File: src/rtl/pload_pkg.sv
package pload_pkg;

    // Controller state: {load active, combined shift clock high} of the previous cycle
    typedef enum logic [1:0] {
        ST_ARMED     = 2'b00,
        ST_HELD      = 2'b01,
        ST_LOAD_LOW  = 2'b10,
        ST_LOAD_HIGH = 2'b11
    } ctl_state_e;

    // Operation applied to the stage array in a cycle
    typedef enum logic [1:0] {
        OP_HOLD  = 2'b00,
        OP_LOAD  = 2'b01,
        OP_SHIFT = 2'b10
    } stage_op_e;

endpackage

File: src/rtl/pload_sync.sv
module pload_sync #(
    parameter int               WIDTH   = 4,
    parameter int               DEPTH   = 2,
    parameter logic [WIDTH-1:0] RST_VAL = '0
) (
    input  logic             clk,
    input  logic             rst_n,
    input  logic [WIDTH-1:0] d,
    output logic [WIDTH-1:0] q
);

    logic [WIDTH-1:0] chain [DEPTH];

    always_ff @(posedge clk) begin
        if (!rst_n) begin
            for (int i = 0; i < DEPTH; i++) begin
                chain[i] <= RST_VAL;
            end
        end else begin
            chain[0] <= d;
            for (int i = 1; i < DEPTH; i++) begin
                chain[i] <= chain[i-1];
            end
        end
    end

    assign q = chain[DEPTH-1];

endmodule

File: src/rtl/pload_ctrl.sv
module pload_ctrl
    import pload_pkg::*;
(
    input  logic      clk,
    input  logic      rst_n,
    input  logic      load_req,
    input  logic      eff_clk,
    output logic      edge_seen,
    output stage_op_e op
);

    ctl_state_e state_q;
    ctl_state_e state_d;

    // Next state follows the present synchronized inputs
    always_comb begin
        if (load_req) begin
            state_d = eff_clk ? ST_LOAD_HIGH : ST_LOAD_LOW;
        end else begin
            state_d = eff_clk ? ST_HELD : ST_ARMED;
        end
    end

    // State register
    always_ff @(posedge clk) begin
        if (!rst_n) begin
            state_q <= ST_ARMED;
        end else begin
            state_q <= state_d;
        end
    end

    // Outputs: edge when clock was low last cycle and is high now; load has priority
    always_comb begin
        edge_seen = 1'b0;
        op        = OP_HOLD;
        unique case (state_q)
            ST_ARMED:     edge_seen = eff_clk;
            ST_LOAD_LOW:  edge_seen = eff_clk;
            ST_HELD:      edge_seen = 1'b0;
            ST_LOAD_HIGH: edge_seen = 1'b0;
        endcase
        if (load_req) begin
            op = OP_LOAD;
        end else if (edge_seen) begin
            op = OP_SHIFT;
        end
    end

endmodule

File: src/rtl/pload_stages.sv
module pload_stages
    import pload_pkg::*;
#(
    parameter int STAGES = 8
) (
    input  logic              clk,
    input  logic              rst_n,
    input  stage_op_e         op,
    input  logic [STAGES-1:0] par_din,
    input  logic              ser_bit,
    output logic [STAGES-1:0] stage_q
);

    logic [STAGES-1:0] stage_d;

    genvar gi;
    generate
        for (gi = 0; gi < STAGES; gi++) begin : g_stage
            logic from_prev;
            if (gi == 0) begin : g_head
                assign from_prev = ser_bit;
            end else begin : g_body
                assign from_prev = stage_q[gi-1];
            end
            always_comb begin
                unique case (op)
                    OP_LOAD:  stage_d[gi] = par_din[gi];
                    OP_SHIFT: stage_d[gi] = from_prev;
                    default:  stage_d[gi] = stage_q[gi];
                endcase
            end
        end
    endgenerate

    always_ff @(posedge clk) begin
        if (!rst_n) begin
            stage_q <= '0;
        end else begin
            stage_q <= stage_d;
        end
    end

endmodule

File: src/rtl/pload_shreg.sv
module pload_shreg
    import pload_pkg::*;
#(
    parameter int STAGES     = 8,
    parameter int SYNC_DEPTH = 2
) (
    input  logic              clk,
    input  logic              rst_n,
    input  logic              ext_clk_a,
    input  logic              ext_clk_b,
    input  logic              load_n,
    input  logic              ser_din,
    input  logic [STAGES-1:0] par_din,
    output logic              tail_q,
    output logic              tail_qn
);

    localparam int               NSYNC    = 4;
    localparam logic [NSYNC-1:0] SYNC_RST = 4'b0100; // load request idle (high)

    logic [NSYNC-1:0] raw_in;
    logic [NSYNC-1:0] sync_out;
    logic             a_s;
    logic             b_s;
    logic             load_n_s;
    logic             ser_s;
    logic             edge_seen;
    stage_op_e        op;
    logic [STAGES-1:0] stage_q;

    assign raw_in = {ser_din, load_n, ext_clk_b, ext_clk_a};

    pload_sync #(
        .WIDTH  (NSYNC),
        .DEPTH  (SYNC_DEPTH),
        .RST_VAL(SYNC_RST)
    ) u_sync (
        .clk  (clk),
        .rst_n(rst_n),
        .d    (raw_in),
        .q    (sync_out)
    );

    assign a_s      = sync_out[0];
    assign b_s      = sync_out[1];
    assign load_n_s = sync_out[2];
    assign ser_s    = sync_out[3];

    pload_ctrl u_ctrl (
        .clk      (clk),
        .rst_n    (rst_n),
        .load_req (~load_n_s),
        .eff_clk  (a_s | b_s),
        .edge_seen(edge_seen),
        .op       (op)
    );

    pload_stages #(
        .STAGES(STAGES)
    ) u_stages (
        .clk    (clk),
        .rst_n  (rst_n),
        .op     (op),
        .par_din(par_din),
        .ser_bit(ser_s),
        .stage_q(stage_q)
    );

    assign tail_q  = stage_q[STAGES-1];
    assign tail_qn = ~stage_q[STAGES-1];

endmodule

File: config.mk
export PLATFORM = sky130hd
export DESIGN_NAME = pload_shreg
export DESIGN_NICKNAME = d
export VERILOG_FILES = /design/src/rtl/pload_pkg.sv /design/src/rtl/pload_sync.sv /design/src/rtl/pload_ctrl.sv /design/src/rtl/pload_stages.sv /design/src/rtl/pload_shreg.sv
export SDC_FILE = /design/constraint.sdc
export NUM_CORES = 1
export LEC_CHECK = 0
export ABC_CLOCK_PERIOD_IN_PS = 2250
export CAP_MARGIN = 20
export CORE_AREA = 2 2 39 41
export CTS_BUF_LIST = sky130_fd_sc_hd__clkbuf_2 sky130_fd_sc_hd__clkbuf_4 sky130_fd_sc_hd__clkbuf_8
export DETAILED_ROUTE_END_ITERATION = 6
export DIE_AREA = 0 0 41 43
export GPL_TIMING_DRIVEN = 0
export PLACE_DENSITY = 0.77
export SYNTH_ARGS = -nofsm -noshare
export SYNTH_HDL_FRONTEND = slang
export SYNTH_SLANG_ARGS = --single-unit
File: constraint.sdc
create_clock -name clk -period 2.25 [get_ports clk]
set_input_delay 0.675 -clock clk [delete_from_list [all_inputs] [get_ports clk]]
set_output_delay 0.675 -clock clk [all_outputs]
set_load 0.01 [all_outputs]
==> results of run 1 <==
metrics by stage:
stage	std cells	utilization, %	setup slack [ns]
6_report	99	57.8	0.379
4_1_cts	99	57.8	0.361
3_3_place_gp	95	55.6	0.471
2_1_floorplan	64	-	1.12
3_5_place_dp	95	55.6	0.456
5_1_grt	99	57.8	0.325
metal layers:
metal / vias up / part of all wire [%]
li1: 253 / -
met1: 218 / 44
met2: 18 / 45
met3: 5 / 6.9
met4: 0 / 3.8
met5: - / 0
flip-flops by register name, indices dropped and copies added, names as in the netlist:
register,flops
u_ctrl.state_q,1
u_stages.stage_q,8
u_sync.chain,8
cells by family after synthesis:
logic type             count (synthesis)  synth area share [%]
and+or+nand+nor                       24                  18.4
buffers and inverters                  4                  5.01
AOI/OAI and AO/OA                     19                  19.8
DFF                                   17                  56.8
worst max-delay path: cells and delay by family, from the launching register on:
family	cells	cell delay (ns)
buffers and inverters	2	0.57
flip-flops	1	0.33
cell usage after synthesis:
cell / number / share of area, %
inv_1: 1 / 0.63
buf_6: 1 / 1.9
o21ai_0: 6 / 5.0
dfxtp_1: 17 / 57
nand2_1: 16 / 10
buf_4: 2 / 2.5
a31oi_1: 8 / 8.4
and2_1: 6 / 6.3
o21a_1: 1 / 1.3
o21ba_1: 1 / 1.7
o21ai_1: 2 / 1.7
nand2b_1: 2 / 2.1
o21bai_2: 1 / 1.9
final timing paths:
path,from,to,slack [ns],cells past startpoint
worst min register to register,u_sync.chain[0][2],u_sync.chain[0][6],0.42,1
worst min-delay path,u_sync.chain[0][2],u_sync.chain[0][6],0.42,1
worst max register to register,u_sync.chain[0][5],u_stages.stage_q[2],1.25,3
worst max-delay path,u_stages.stage_q[7],tail_qn,0.38,2
report_power, final:
group	switching (mW)	internal [mW]	total, mW
Sequential	0.00797	0.317	0.325
Clock	0.0941	0.0811	0.175
Combinational	0.0232	0.0402	0.0634
area by class of cell:
class                   count  area (µm²)
plain buffers               3        26.3
multi-input cells          43         229
repair buffers             15         150
fillers                   141         584
clock buffers               4        30.0
inverters                   1        3.75
flip-flops and latches     17         340
well taps                  16        20.0
cells in the final DEF (no fill, tap or decap), types with 2 or more instances in the layout:
cell and count:
o21ai_1 2, buf_4 2, clkbuf_4 4, a31oi_1 8, o21ai_0 6, clkdlybuf4s50_1 15
nand2_1 16, dfxtp_1 17, and2_1 6, nand2b_1 2
==> flow_summary.toml, run 1 <==
[clock_tree]
clkTransAtPathRegs_ns = 0.09
htreeDepth = 1
ctsHoldBuffers = 0
cts_buffers = 3
clkLatencyLatePin_ns = 0.29
cts_resized = 0
cts_tree = "done"
cts.sinks = 17
post_cts_buffers = 0
cts-root-buf = "clkbuf_4"
clk_path_buf_depth = 2

[power]
p_per_area_nw_per_um2 = 705
p_leak_nw = 0.297
power_uw = 563
ir_drop_v = 0.000314

[die]
fp.dieH_um = 43
initial_core_util_pct = 43.3
core-area_um2 = 1380
rows = 14
die_x_um = 41
io_pins = 16
die_area_um2 = 1760

[global_route]
antenna_found_initial = 0
grt_pass1_vias = 418
grt_start_max_net_pins = 10
use_met3_pct = 4.71
grt_use_met2_pct = 20.3
top_usage_layer = "met2"
gr-usage-met1_pct = 16.2
grt_overflow = 0
track_usage_pct = 14.6
grt_first_pass_wirelength_um = 1650

[synth]
ys_ff_latch = 17
syn_nets = 78
synthCells = 64
synth_cell_type_count = 13
netlist_area_um2 = 599
ys_seq_area_share_pct = 56.8
yosysWarnings = 0
synth_area_per_cell_um2 = 9.36

[worst_setup_path]
setup.worst_path.start_class = "flip-flop"
slowest_delay_ns = 0.52
arrival_ns = 1.20
cpMaxStageDelayCell = "clkdlybuf4s50_1"
crit_chain = "inv_1 -> clkdlybuf4s50_1"
required_ns = 1.57
path_class = "reg2out"
cp_max_fo = 3
crit_path_end_kind = "output pin"

[hold_path]
hp-class = "reg2reg"

[status]
outcome = "finished, final reports clean"

[placement]
portBuffers = 15
dp_hpwl_um = 744
routabilityCongestion = 0.689
placed_cell_area_um2 = 769

[timing]
setup_viol = 0
finalClockSkew_ns = 0.00136
rsz0062_at_grt = "no"
worst_slew_pin_slew_ns = 0.330
fin_crit_sh_pct = 83.2
period_minus_slack_ns = 1.87
drv_slew = 0
final.setup.tns_ns = 0
clock.fmax_ghz = 0.534
max_slew_margin_pct = 78.0
hold_ws_ns = 0.424
hold_viol = 0

[cells_and_area]
final_cell_area_um2 = 800
drive_gt1_share_pct = 9.64
nets = 98
area.growth.synth_to_final_pct = 33.4
diodes = 0

[route]
routedWlPerCell_um = 10.6
drt_iter0_drc = 7
drtAntennaViolNets = 0
viasPerCell = 4.99
vias = 494
finalWirelength_um = 1050
drc = 0
dr.pass1.iters = 4

[job]
maxCapViolations = 0
(Power assumes the default switching activity.)
==> run 2: changes to the inputs <==
ABC_CLOCK_PERIOD_IN_PS = 1720   (was 2250)
CORE_AREA = default   (was 2 2 39 41)
CORE_MARGIN = 2   (was default)
CORE_UTILIZATION = 43   (was default)
DIE_AREA = default   (was 0 0 41 43)
clock period = 1.72 ns   (was 2.25 ns; I/O delays follow)
==> run 2 against run 1 <==
Die area shrank 3.1%. First-iteration DRC count down 57%. Sequential share of layout area grew 0.13 points. Largest power group unchanged.
==> flow_summary.toml, run 2 (synthesized netlist as in run 1, its figures left out) <==
[placement]
placed_cell_area_um2 = 768
portBuffers = 15
routabilityCongestion = 0.757
preCtsSetupSlack_ns = 0.0765
dp_hpwl_um = 817

[status]
outcome = "finished, final reports clean"

[clock_tree]
cts_tree = "done"
cts-root-buf = "clkbuf_4"
cts_resized = 1
cts.sinks = 17
clkLatencyLatePin_ns = 0.29
cts_buffers = 3
htreeDepth = 1
ctsHoldBuffers = 0
post_cts_buffers = 0
clk_path_buf_depth = 2
clkTransAtPathRegs_ns = 0.10

[cells_and_area]
nets = 98
layout_common_cells = "dfxtp_1, nand2_1, clkdlybuf4s50_1"
seq_area_um2 = 340
post-route-util_pct = 61.3
area.growth.synth_to_final_pct = 33.0
multi_input_area_um2 = 229
diodes = 0
layout_commonest_cell = "dfxtp_1"
top_regs = "u_stages.stage_q (8), u_sync.chain (8), u_ctrl.state_q (1)"
drive_gt1_share_pct = 9.64
fillers = 123
final_cell_area_um2 = 797

[worst_setup_path]
arrival_ns = 0.96
crit_path_end_kind = "output pin"
cp_max_fo = 3
setup.worst_path.start_class = "flip-flop"
required_ns = 1.20
path_class = "reg2out"

[route]
finalWirelength_um = 1110
drtAntennaViolNets = 0
dr.pass1.iters = 3
viasPerCell = 4.96
drc = 0
vias = 486
routedWlPerCell_um = 11.3
drt_iter0_drc = 3

[die]
initial_core_util_pct = 46.1
io_pins = 16
fp.dieH_um = 41.3
die_area_um2 = 1710
die_x_um = 41.3
rows = 13
core-area_um2 = 1300

[global_route]
grt_first_pass_wirelength_um = 1750
track_usage_pct = 16.2
grt_start_max_net_pins = 11
grt_overflow = 0
antenna_found_initial = 0
grt_pass1_vias = 438

[timing]
drv_slew = 0
setup_viol = 0
max_slew_margin_pct = 77.3
hold_viol = 0
fin_ws_ns = 0.245
clock.fmax_ghz = 0.678
rsz0062_at_grt = "no"
finalClockSkew_ns = 0.00665
final.setup.tns_ns = 0
worst_slew_pin_slew_ns = 0.340
period_minus_slack_ns = 1.48
fin_crit_sh_pct = 85.8

[job]
maxCapViolations = 0

[power]
p_leak_nw = 0.312
power_uw = 719
ir_drop_v = 0.000589
p_per_area_nw_per_um2 = 902

[hold_path]
hp-class = "reg2reg"
## run 2: path summary, 6_finish.rpt
check / from / to / slack (ns) / depth (start not counted)
min: u_sync.chain[0][2] / u_sync.chain[0][6] / 0.42 / 1
max reg2reg: u_sync.chain[0][5] / u_stages.stage_q[3] / 0.72 / 3
max: u_stages.stage_q[7] / tail_qn / 0.24 / 2
min reg2reg: u_sync.chain[0][2] / u_sync.chain[0][6] / 0.42 / 1
## run 2: power by group
group / switching [mW] / internal [mW] / total, mW
Clock: 0.124 / 0.0863 / 0.210
Sequential: 0.0110 / 0.415 / 0.426
Combinational: 0.0313 / 0.0512 / 0.0825
## run 2: metrics by stage
stage | hold WS (ns) | std cells
2_1_floorplan | 0.386 | 64
3_3_place_gp | 0.393 | 94
3_5_place_dp | 0.405 | 94
4_1_cts | 0.425 | 98
5_1_grt | 0.439 | 98
6_report | 0.424 | 98
## run 2: layout make-up
cell class / count / area share, %
well taps: 15 / 2.35
plain buffers: 3 / 3.30
multi-input cells: 43 / 28.7
flip-flops and latches: 17 / 42.7
repair buffers: 15 / 19.0
clock inverters: 1 / 0.628
clock buffers: 3 / 2.83
inverters: 1 / 0.471
## run 2: critical path, stage by stage (launching register included)
cell and delay [ns]:
dfxtp_1 0.35, inv_1 0.04, dlygate4sd2_1 0.28
## run 2: per-layer routing
metal	share of wire, %	track usage [%]
met4	0.72	6.45
met2	47	24.6
met1	49	20.5
met5	0	0
met3	3.9	6.38
==> run 3: changes to the inputs <==
--- a/config.mk
+++ b/config.mk
@@ -7,8 +7,8 @@
 export LEC_CHECK = 0
-export ABC_CLOCK_PERIOD_IN_PS = 1720
+export ABC_CLOCK_PERIOD_IN_PS = 1800
 export CAP_MARGIN = 20
-export CORE_MARGIN = 2
-export CORE_UTILIZATION = 43
+export CORE_AREA = 2 2 39 41
 export CTS_BUF_LIST = sky130_fd_sc_hd__clkbuf_2 sky130_fd_sc_hd__clkbuf_4 sky130_fd_sc_hd__clkbuf_8
 export DETAILED_ROUTE_END_ITERATION = 6
+export DIE_AREA = 0 0 41 43
 export GPL_TIMING_DRIVEN = 0
==> constraint.sdc (replaced) <==
create_clock -name clk -period 1.8 [get_ports clk]
set_input_delay 0.36 -clock clk [delete_from_list [all_inputs] [get_ports clk]]
set_output_delay 0.36 -clock clk [all_outputs]
set_load 0.01 [all_outputs]
==> results of run 3 <==
The final DEF is identical to that of run 1. Status: finished, final reports clean.
Main changes from that run: setup slack after placement 0.456 ns -> 0.321 ns; setup slack after layout 0.379 ns -> 0.244 ns; register-to-register setup slack 1.25 ns -> 0.80 ns; total power 0.563 mW -> 0.704 mW; worst IR drop on VDD 0.000314 V -> 0.000392 V
